File: config.mk
export PLATFORM = sky130hd
export DESIGN_NAME = tws_slave
export DESIGN_NICKNAME = d
export VERILOG_FILES = /design/src/rtl/tws_pkg.sv /design/src/rtl/tws_busmon.sv /design/src/rtl/tws_regbank.sv /design/src/rtl/tws_slave.sv
export SDC_FILE = /design/constraint.sdc
export NUM_CORES = 1
export LEC_CHECK = 0
export ABC_AREA = 1
export BUFFER_PORTS_ARGS = -buffer_cell sky130_fd_sc_hd__buf_2
export CAP_MARGIN = 0
export CORE_AREA = 2 2 212 214
export DETAILED_ROUTE_END_ITERATION = 16
export DIE_AREA = 0 0 214 216
export SYNTH_ARGS = -nofsm -noshare
export SYNTH_HDL_FRONTEND = slang
export SYNTH_HIERARCHICAL = 1
export SYNTH_SLANG_ARGS = --single-unit
export TNS_END_PERCENT = 50
File: constraint.sdc
create_clock -name clk -period 4.6 [get_ports clk]
set_input_delay 0.92 -clock clk [delete_from_list [all_inputs] [get_ports clk]]
set_output_delay 0.92 -clock clk [all_outputs]
set_load 0.03 [all_outputs]
File: src/rtl/tws_pkg.sv
package tws_pkg;
  typedef enum logic [2:0] {S_IDLE, S_RX, S_RXACK, S_TX, S_TXACK} tws_st_e;
  typedef enum logic [1:0] {P_DEV, P_AHI, P_ALO, P_DATA} tws_ph_e;

  function automatic logic [6:0] tws_dev_addr(input logic [1:0] sel);
    case (sel)
      2'b00:   return 7'h62;
      2'b01:   return 7'h72;
      2'b10:   return 7'h60;
      default: return 7'h70;
    endcase
  endfunction
endpackage

File: src/rtl/tws_busmon.sv
module tws_busmon (
  input  logic clk,
  input  logic rst_n,
  input  logic scl_i,
  input  logic sda_i,
  output logic scl_s,
  output logic sda_s,
  output logic scl_rise,
  output logic scl_fall,
  output logic start_det,
  output logic stop_det
);
  logic [1:0] scl_ff, sda_ff;
  logic       scl_q, sda_q;

  always_ff @(posedge clk or negedge rst_n) begin
    if (!rst_n) begin
      scl_ff <= 2'b11;
      sda_ff <= 2'b11;
      scl_q  <= 1'b1;
      sda_q  <= 1'b1;
    end else begin
      scl_ff <= {scl_ff[0], scl_i};
      sda_ff <= {sda_ff[0], sda_i};
      scl_q  <= scl_ff[1];
      sda_q  <= sda_ff[1];
    end
  end

  assign scl_s     = scl_ff[1];
  assign sda_s     = sda_ff[1];
  assign scl_rise  = scl_s & ~scl_q;
  assign scl_fall  = ~scl_s & scl_q;
  assign start_det = scl_s & scl_q & sda_q & ~sda_s;
  assign stop_det  = scl_s & scl_q & ~sda_q & sda_s;
endmodule

File: src/rtl/tws_regbank.sv
module tws_regbank #(
  parameter  int NREG  = 16,
  parameter  int DEPTH = 16,
  localparam int RIW   = $clog2(NREG),
  localparam int SIW   = $clog2(DEPTH),
  localparam int CW    = $clog2(DEPTH + 1)
) (
  input  logic              clk,
  input  logic              rst_n,
  input  logic              stg_clr,
  input  logic              stg_push,
  input  logic [7:0]        stg_din,
  input  logic              base_ld,
  input  logic [RIW-1:0]    base_in,
  input  logic              commit,
  input  logic [RIW-1:0]    rd_idx,
  input  logic [7:0]        id_byte,
  output logic [7:0]        rd_byte,
  output logic [CW-1:0]     stg_cnt,
  output logic [NREG*8-1:0] regs_o
);
  logic [7:0]     live_q  [NREG];
  logic [7:0]     live_n  [NREG];
  logic [7:0]     stage_q [DEPTH];
  logic [7:0]     stage_n [DEPTH];
  logic [CW-1:0]  cnt_q, cnt_n;
  logic [RIW-1:0] base_q, base_n;

  always_comb begin
    logic [RIW-1:0] off;
    off     = '0;
    live_n  = live_q;
    stage_n = stage_q;
    cnt_n   = cnt_q;
    base_n  = base_ld ? base_in : base_q;
    if (stg_clr) begin
      cnt_n = '0;
    end else if (stg_push) begin
      stage_n[cnt_q[SIW-1:0]] = stg_din;
      cnt_n = cnt_q + 1'b1;
    end else if (commit) begin
      for (int i = 1; i < NREG; i++) begin
        off = RIW'(i) - base_q;
        if (int'(off) < int'(cnt_q)) live_n[i] = stage_q[off[SIW-1:0]];
      end
      cnt_n = '0;
    end
  end

  always_ff @(posedge clk or negedge rst_n) begin
    if (!rst_n) begin
      for (int i = 0; i < NREG; i++)  live_q[i]  <= '0;
      for (int i = 0; i < DEPTH; i++) stage_q[i] <= '0;
      cnt_q  <= '0;
      base_q <= '0;
    end else begin
      live_q  <= live_n;
      stage_q <= stage_n;
      cnt_q   <= cnt_n;
      base_q  <= base_n;
    end
  end

  assign rd_byte = (rd_idx == '0) ? id_byte : live_q[rd_idx];
  assign stg_cnt = cnt_q;

  for (genvar g = 0; g < NREG; g++) begin : g_out
    if (g == 0) begin : g_id
      assign regs_o[7:0] = id_byte;
    end else begin : g_live
      assign regs_o[g*8 +: 8] = live_q[g];
    end
  end
endmodule

File: src/rtl/tws_slave.sv
module tws_slave
  import tws_pkg::*;
#(
  parameter  int NREG    = 16,
  parameter  int DEPTH   = 16,
  parameter  bit RX_ROLE = 1'b1,
  localparam int RIW     = $clog2(NREG),
  localparam int CW      = $clog2(DEPTH + 1)
) (
  input  logic              clk,
  input  logic              rst_n,
  input  logic              scl_i,
  input  logic              sda_i,
  output logic              sda_oe,
  input  logic [1:0]        addr_sel,
  input  logic              irq_pol,
  input  logic              irq_src,
  output logic              irq_o,
  output logic [NREG*8-1:0] regs_o
);
  logic scl_s, sda_s, scl_rise, scl_fall, start_det, stop_det;

  tws_busmon i_mon (
    .clk(clk), .rst_n(rst_n), .scl_i(scl_i), .sda_i(sda_i),
    .scl_s(scl_s), .sda_s(sda_s), .scl_rise(scl_rise), .scl_fall(scl_fall),
    .start_det(start_det), .stop_det(stop_det)
  );

  tws_st_e     st_q, st_n;
  tws_ph_e     ph_q, ph_n;
  logic [3:0]  bc_q, bc_n;
  logic [7:0]  sh_q, sh_n;
  logic [15:0] ptr_q, ptr_n;
  logic        rw_q, rw_n, oe_q, oe_n, mack_q, mack_n, irq_n;
  logic        stg_clr, stg_push, base_ld, commit;
  logic [7:0]  rd_byte, id_byte;
  logic [CW-1:0] stg_cnt;

  assign id_byte = {1'b1, 2'b00, addr_sel, irq_pol, RX_ROLE, 1'b0};

  tws_regbank #(.NREG(NREG), .DEPTH(DEPTH)) i_bank (
    .clk(clk), .rst_n(rst_n), .stg_clr(stg_clr), .stg_push(stg_push),
    .stg_din(sh_q), .base_ld(base_ld), .base_in(sh_q[RIW-1:0]),
    .commit(commit), .rd_idx(ptr_q[RIW-1:0]), .id_byte(id_byte),
    .rd_byte(rd_byte), .stg_cnt(stg_cnt), .regs_o(regs_o)
  );

  always_comb begin
    st_n = st_q;  ph_n = ph_q;  bc_n = bc_q;  sh_n = sh_q;
    ptr_n = ptr_q; rw_n = rw_q; oe_n = oe_q;  mack_n = mack_q;
    stg_clr = 1'b0; stg_push = 1'b0; base_ld = 1'b0; commit = 1'b0;
    irq_n = irq_pol ~^ irq_src;
    if (start_det) begin
      st_n = S_RX; ph_n = P_DEV; bc_n = '0; oe_n = 1'b0; stg_clr = 1'b1;
    end else if (stop_det) begin
      st_n = S_IDLE; oe_n = 1'b0; commit = (stg_cnt != '0);
    end else begin
      case (st_q)
        S_RX: begin
          if (scl_rise) begin
            sh_n = {sh_q[6:0], sda_s};
            bc_n = bc_q + 4'd1;
          end else if (scl_fall && bc_q == 4'd8) begin
            st_n = S_RXACK; oe_n = 1'b1;
            case (ph_q)
              P_DEV: begin
                rw_n = sh_q[0];
                if (sh_q[7:1] != tws_dev_addr(addr_sel)) begin
                  st_n = S_IDLE; oe_n = 1'b0;
                end
              end
              P_AHI: ptr_n[15:8] = sh_q;
              P_ALO: begin ptr_n[7:0] = sh_q; base_ld = 1'b1; end
              default: begin
                if (stg_cnt < CW'(DEPTH)) begin
                  stg_push = 1'b1; ptr_n = ptr_q + 16'd1;
                end else begin
                  stg_clr = 1'b1; st_n = S_IDLE; oe_n = 1'b0;
                end
              end
            endcase
          end
        end
        S_RXACK: begin
          if (scl_fall) begin
            oe_n = 1'b0; bc_n = '0;
            if (ph_q == P_DEV && rw_q) begin
              st_n = S_TX; sh_n = rd_byte; oe_n = ~rd_byte[7];
            end else begin
              st_n = S_RX;
              case (ph_q)
                P_DEV:   ph_n = P_AHI;
                P_AHI:   ph_n = P_ALO;
                default: ph_n = P_DATA;
              endcase
            end
          end
        end
        S_TX: begin
          if (scl_fall) begin
            if (bc_q == 4'd7) begin
              oe_n = 1'b0; st_n = S_TXACK; ptr_n = ptr_q + 16'd1; mack_n = 1'b0;
            end else begin
              bc_n = bc_q + 4'd1; sh_n = {sh_q[6:0], 1'b0}; oe_n = ~sh_q[6];
            end
          end
        end
        S_TXACK: begin
          if (scl_rise) begin
            if (sda_s) st_n = S_IDLE;
            else       mack_n = 1'b1;
          end else if (scl_fall && mack_q) begin
            st_n = S_TX; bc_n = '0; sh_n = rd_byte; oe_n = ~rd_byte[7];
          end
        end
        default: ;
      endcase
    end
  end

  always_ff @(posedge clk or negedge rst_n) begin
    if (!rst_n) begin
      st_q <= S_IDLE; ph_q <= P_DEV; bc_q <= '0; sh_q <= '0; ptr_q <= '0;
      rw_q <= 1'b0; oe_q <= 1'b0; mack_q <= 1'b0; irq_o <= 1'b0;
    end else begin
      st_q <= st_n; ph_q <= ph_n; bc_q <= bc_n; sh_q <= sh_n; ptr_q <= ptr_n;
      rw_q <= rw_n; oe_q <= oe_n; mack_q <= mack_n; irq_o <= irq_n;
    end
  end

  assign sda_oe = oe_q;
endmodule

==> results.md, run 1 <==
* Outcome: completed
* Ant. Diodes at 0
* Final Skew at 0.0307 ns
* Syn_area_per_cell at 6.79 um^2
* Final hold slack at 0.365 ns
* # rows at 77
* Slew @ Worst Pin at 1.12 ns
* Worst setup EP type: flop
* Post-DR wirelength/cell at 29.3 um
* Via count at 22,735
* Initial antenna violation count at 0
* Critical path peak fanout at 20
* First-pass GRT wire length at 148,000 um
* Finished Layout Cells at 3,555
* Skew-Pair Late Insertion Delay at 0.57 ns
* Hold bufs inserted after CTS at 0
* DRT Pass-1 Iters at 11
* R2r setup slk at 0.89 ns
* FF-to-FF path depth at 12
* Chip height at 216 um
* Post-CTS Setup Bufs at 0
* Post-DP HPWL at 82,600 um
* NetSw at 2.71 mW
* Slew Viols, Final at 0
* CTS Buf Count at 35
* Arrival time at the worst endpoint at 4.15 ns
* EDFF count, synth at 0
* Initial Util at 44.6%
* CP startpoint kind: flop
* Clk root buf: clkbuf_16
* Full die area at 46,200 um^2
* Crit path kind: reg -> reg
* Die Wd at 214 um
* Vias in the first global route at 20,468
* Fill cell count at 4,434
* Clock slew at reported path FFs at 0.07 ns
* Synth Register Bits at 288
* Layout cells sized above 1 at 11.3%
* Setup tns final at 0 ns
* Dominant synthesized flop cell: dfrtp_1
* Peak supply drop at 0.403 mV
* Bufs on Longest Clock Path at 3
* RSZ-0062 raised after global routing: no
* Max-cap violations at 0
* Hold Path Class: reg -> reg
* Mapped Area at 19,600 um^2
* Leak at 11.4 nW
* Int Pwr at 5.01 mW
* Total global-route track usage at 44.6%
* Min Tclk post-route at 3.71 ns
* GR Overflow Total at 0
* Port buffer count at 132
* Pwr/cell area at 354 nW/um^2
* YS warnings at 6
* Layout area overhead at 11.6%
* Logic pwr share at 23.3%
* Post-Route WL at 104,000 um
* Switching share of power at 35.1%
* Synth top area cells: dfrtp_1 36%, nand3_1 23%, nand2_1 16%
* Cell variety after synth at 47
* Final net count at 2,994
* Syn Inst Count at 2,881
* Ys async rst share at 100%
* Worst setup endpoint: i_bank/regs_o[69]$_DFFE_PN0P_
* RR Endpoint: i_bank/regs_o[69]$_DFFE_PN0P_
* Area occupied by multi-input gates at 11,100 um^2
* Via density at 6.40
* DRC viols at 0
* FF+latch area at 7220 um^2
* Fmax at 0.269 GHz
* RR Startpoint: i_bank/base_q[1]$_DFFE_PN0P_
* CP required at 5.04 ns
* IO Count at 138
* Largest net degree at the start of global routing at 96
* Sequential cell area fraction in the yosys report at 36.9%
* Core area at 43,800 um^2
* Finish-stage setup viols at 0
* Hold Vio Cnt, Final at 0
* RD Place Congestion at 1.10
* CTS tree: built
* DP Cell Count at 3,492
* H-tree levels at 2
* Final period utilization at 80.7%
* CTS sink cnt at 288
* Clock share of power at 40.5%
* Share of the synthesized area in the top cell type at 36.1%
* Number of DRC markers in iteration 0 at 3,692
* Relative slew slack at 24.8%
* Total power draw at 7.72 mW
* Post-route ant nets at 0
* Sequential fraction of design power at 36.1%
* CP Launch Point: i_bank/base_q[1]$_DFFE_PN0P_
* Synth area leader: dfrtp_1
* Post-Route Utilization at 49.8%
* Post-cts resize count at 0
[Yosys cell counts (2+ instances only)]
master / count
a21oi_1: 115
nor2_2: 20
buf_1: 27
nand4_1: 23
dfrtp_1: 282
buf_6: 5
nand3_1: 903
nand3_2: 5
xor2_4: 2
conb_1: 2
nor2_1: 161
a31oi_1: 2
ha_1: 49
nand2_4: 5
dfstp_2: 6
inv_2: 30
o21ai_2: 2
inv_1: 102
a21o_1: 3
buf_4: 12
buf_2: 75
o21ai_0: 101
o211ai_1: 9
o22ai_1: 2
nor2_4: 3
nand2_1: 842
o21ai_1: 11
xor2_1: 3
clkbuf_1: 35
nand4_2: 14
nor3_1: 5
nand2_2: 9
xnor2_1: 2
[routing by layer]
metal | up-vias | GRT usage [%] | part of all wire, %
li1 | 9852 | - | -
met1 | 10886 | 60.3 | 40
met2 | 1688 | 61.2 | 39
met3 | 309 | 13.3 | 13
met4 | 0 | 30.2 | 8.0
met5 | - | 0 | 0
[power groups by stage]
stage,Clock (mW),Sequential [mW],Combinational [mW]
after floorplan,0,2.76,1.18
after global placement,0,2.82,1.69
after detailed placement,0,2.82,1.72
after CTS,3.16,2.78,1.73
after global routing,3.26,2.80,1.94
final,3.13,2.79,1.80
[cell families (layout without fill, tap and decap cells)]
| group | count (synthesis) | count (layout) | share of synthesized area, % |
|---|---|---|---|
| AO/OA/AOI/OAI | 252 | 252 | 6.82 |
| XOR/XNOR | 10 | 10 | 0.812 |
| adder cells (fa/ha/maj) | 49 | 49 | 3.13 |
| buffers and inverters | 286 | 360 | 6.39 |
| flip-flops | 288 | 288 | 36.9 |
| other | 2 | 10 | 0.0384 |
| AND/OR/NAND/NOR | 1994 | 1994 | 45.9 |
[cell type report]
type / instances / share of cell area, %
tap: 592 / 3.39
clock buffer: 41 / 4.35
inverter: 132 / 2.28
multi-input combinational: 2315 / 51.0
timing repair buffer: 165 / 4.32
clock inverter: 22 / 1.60
sequential: 288 / 33.1
[cell usage in the layout, fill, tap and decap left out, drive strengths merged, types with 2 or more instances in the layout]
cell type  netlist  layout
clkbuf          35      41
xor2             6       6
a21o             3       3
nand4           37      37
clkinv           0      10
inv            132     135
nor4             2       2
nor2           184     184
o211ai           9       9
dfstp            6       6
a21oi          116     116
bufinv           0       8
a31oi            2       2
dfrtp          282     282
nand3          908     908
o21ai          114     114
ha              49      49
nand2          856     856
xnor2            4       4
o22ai            3       3
nor3             6       6
buf            119     165
conb             2      10
[critical path, stage by stage (launching register included)]
cell,delay (ns)
dfrtp_2,0.56
inv_2,0.41
ha_1,0.24
nand2_1,0.09
xor2_2,0.41
inv_2,0.20
ha_1,0.32
a21oi_1,0.46
nand2_1,0.13
nor2_2,0.33
inv_1,0.24
nand2_1,0.11
nand2_1,0.05
[sequential cells by signal, summed over array words and instances, names as in the netlist]
signal	count
i_mon/scl_q	1
rw_q	1
ph_q	2
i_bank/regs_o	120
i_mon/sda_ff	2
irq_o	1
i_mon/sda_q	1
i_bank/stage_q	128
sh_q	8
i_bank/stg_cnt	5
sda_oe	1
ptr_q	4
mack_q	1
bc_q	4
i_bank/base_q	4
st_q	3
i_mon/scl_ff	2
[worst min path at each step]
| stage | start | to | slack (ns) | cells after the start |
|---|---|---|---|---|
| floorplan | i_mon/scl_ff[0]$_DFF_PN1_ | i_mon/scl_ff[1]$_DFF_PN1_ | 0.35 | 0 |
| detailed placement | i_mon/sda_ff[0]$_DFF_PN1_ | i_mon/sda_ff[1]$_DFF_PN1_ | 0.35 | 0 |
| CTS | i_mon/sda_ff[0]$_DFF_PN1_ | i_mon/sda_ff[1]$_DFF_PN1_ | 0.36 | 0 |
| finish | i_mon/sda_ff[0]$_DFF_PN1_ | i_mon/sda_ff[1]$_DFF_PN1_ | 0.36 | 0 |
| global placement | i_mon/sda_ff[0]$_DFF_PN1_ | i_mon/sda_ff[1]$_DFF_PN1_ | 0.36 | 0 |
| global route | i_mon/sda_ff[0]$_DFF_PN1_ | i_mon/sda_ff[1]$_DFF_PN1_ | 0.37 | 0 |
[stage by stage]
step | area [um^2] | setup WS [ns]
floorplan | 19600 | 1.84
global placement | 20500 | 0.989
detailed placement | 20500 | 1.08
CTS | 21800 | 1.03
global route | 21800 | 0.794
finish | 21800 | 0.889
Note: power is estimated with default switching activity, not from simulation.
==> inputs of run 2 (changes only) <==
clock period = 3.4 ns   (was 4.6 ns; I/O delays follow)
==> run 2 against run 1 <==
Against the previous run: setup slack worse by 0.72 ns; critical endpoint is now i_bank/regs_o[127]$_DFFE_PN0P_; largest power group is now sequential cells; register-to-register slack worse by 0.72 ns; sequential share of layout area is 0.25 points lower; clock-buffer cell count is 5 higher.
==> results.md, run 2 (synthesized netlist as in run 1, its figures left out) <==
* Outcome: completed
* Via count at 22,781
* Layout cells sized above 1 at 12.1%
* Layout area overhead at 12.4%
* CTS Buf Count at 34
* Arrival time at the worst endpoint at 3.72 ns
* Vias in the first global route at 20,781
* Post-CTS Setup Bufs at 0
* Critical path peak fanout at 14
* DRT Pass-1 Iters at 6
* Critical Path Slowest Stage Cell: dfstp_2
* Worst path most repeated cell: nand2_1
* H-tree levels at 2
* CP top delay family: simple AND/OR/NAND/NOR gates
* First-pass GRT wire length at 147,000 um
* Port buffer count at 132
* # rows at 77
* Finish-stage setup viols at 0
* Relative slew slack at 33.5%
* Number of DRC markers in iteration 0 at 3,910
* Skew-Pair Late Insertion Delay at 0.58 ns
* Post-DR wirelength/cell at 28.9 um
* Leak at 11.5 nW
* Commonest non-fill, non-tap cells in the layout: 903 x nand3_1, 842 x nand2_1, 279 x dfrtp_1
* Clk root buf: clkbuf_16
* Total global-route track usage at 44.4%
* CP startpoint kind: flop
* Clock slew at reported path FFs at 0.06 ns
* Post-route ant nets at 0
* Core area at 43,800 um^2
* Setup tns final at 0 ns
* Crit-path cells: nand2_1 > nor2_1 > nor2_2 > nand2_1 > nor4_1 > nor2_1 > nand2_1 > inv_2 > nand4_2 > inv_2 > nand3_1 > nand2_1
* Sequential fraction of design power at 37.4%
* Post-Route WL at 104,000 um
* NetSw at 3.70 mW
* Max-cap violations at 0
* Final period utilization at 95.1%
* Crit path kind: reg -> reg
* Max reg flops at 128
* Commonest non-fill, non-tap cell in the layout: nand3_1
* Fmax at 0.309 GHz
* Slew Viols, Final at 0
* RD Place Congestion at 1.13
* Post-cts resize count at 0
* RSZ-0062 raised after global routing: no
* Post-DP HPWL at 82,000 um
* Initial antenna violation count at 4
* GR Overflow Total at 0
* Pwr/cell area at 458 nW/um^2
* Total power draw at 10.1 mW
* Chip height at 216 um
* Buffers and inverters on the worst path at 2
* CTS tree: built
* Largest register by flop count: i_bank/stage_q
* Bufs on Longest Clock Path at 3
* Hold bufs inserted after CTS at 0
* Min Tclk post-route at 3.23 ns
* Slew @ Worst Pin at 0.997 ns
* Initial Util at 44.6%
* DRC viols at 0
* Peak supply drop at 0.559 mV
* Hold Path Class: in -> async
* Final net count at 3,030
* Max incr delay on CP at 0.56 ns
* Final Skew at 0.0393 ns
* Int Pwr at 6.38 mW
* Hold Vio Cnt, Final at 0
* Via density at 6.35
* CP required at 3.88 ns
* Largest net degree at the start of global routing at 131
* Die Wd at 214 um
* Worst setup EP type: flop
* R2r setup slk at 0.17 ns
* Full die area at 46,200 um^2
* IO Count at 138
* Clock share of power at 37.2%
* Switching share of power at 36.7%
* CTS sink cnt at 288
* Logic pwr share at 25.3%
run 2: cell count changes in the layout (fill, tap and decap cells not counted), sizes merged:
| cell | delta |
|---|---|
| buf | +37 |
| clkinv | -3 |
| clkinvlp | +2 |
| clkbuf | +5 |
| bufinv | -5 |
| inv | -3 |
| diode | +1 |
run 2: path summary, 6_finish.rpt:
check | start | to | cells past startpoint
worst max-delay path | i_mon/scl_ff[1]$_DFF_PN1_ | i_bank/regs_o[127]$_DFFE_PN0P_ | 12
max in group asynchronous | rst_n | i_mon/sda_q$_DFF_PN1_ | 2
worst max register to register | i_mon/scl_ff[1]$_DFF_PN1_ | i_bank/regs_o[127]$_DFFE_PN0P_ | 12
worst min-delay path | rst_n | i_bank/regs_o[80]$_DFFE_PN0P_ | 1
worst min register to register | i_mon/sda_ff[0]$_DFF_PN1_ | i_mon/sda_ff[1]$_DFF_PN1_ | 0
min in group clk | sda_i | i_mon/sda_ff[0]$_DFF_PN1_ | 1
run 2: final cells by class:
type	instances	area, um^2
sequential	288	7220
inverter	132	497
multi-input combinational	2315	11100
fill	4453	21800
timing repair buffer	202	1280
tap	592	741
clock inverter	13	174
clock buffer	46	947
antenna	1	2.50
run 2: power groups by stage:
stage / combinational, mW / clock [mW] / sequential [mW]
finish: 2.55 / 3.75 / 3.77
global route: 2.74 / 3.90 / 3.78
CTS: 2.46 / 3.79 / 3.76
detailed placement: 2.44 / 0 / 3.82
global placement: 2.40 / 0 / 3.81
floorplan: 1.59 / 0 / 3.74
run 2: through the flow:
stage | hold slack [ns] | setup WS, ns | std cells | cell area, um^2 | utilization (%)
6_report | 0.109 | 0.167 | 3589 | 22000 | 50.2
4_1_cts | 0.126 | 0.311 | 3588 | 22000 | 50.2
3_5_place_dp | 0.347 | 0.364 | 3529 | 20900 | 47.6
2_1_floorplan | 0.345 | 0.645 | 2889 | 19600 | -
3_3_place_gp | 0.346 | 0.408 | 3529 | 20900 | 47.6
5_1_grt | 0.158 | 0.0346 | 3588 | 22000 | 50.2
run 2: layer usage:
metal / track usage [%] / routed length [um] / vias to the layer above
li1: - / - / 9946
met1: 59.2 / 40800 / 10887
met2: 63.6 / 42500 / 1631
met3: 13.1 / 12900 / 315
met4: 26.3 / 7480 / 2
met5: 0 / 13 / -
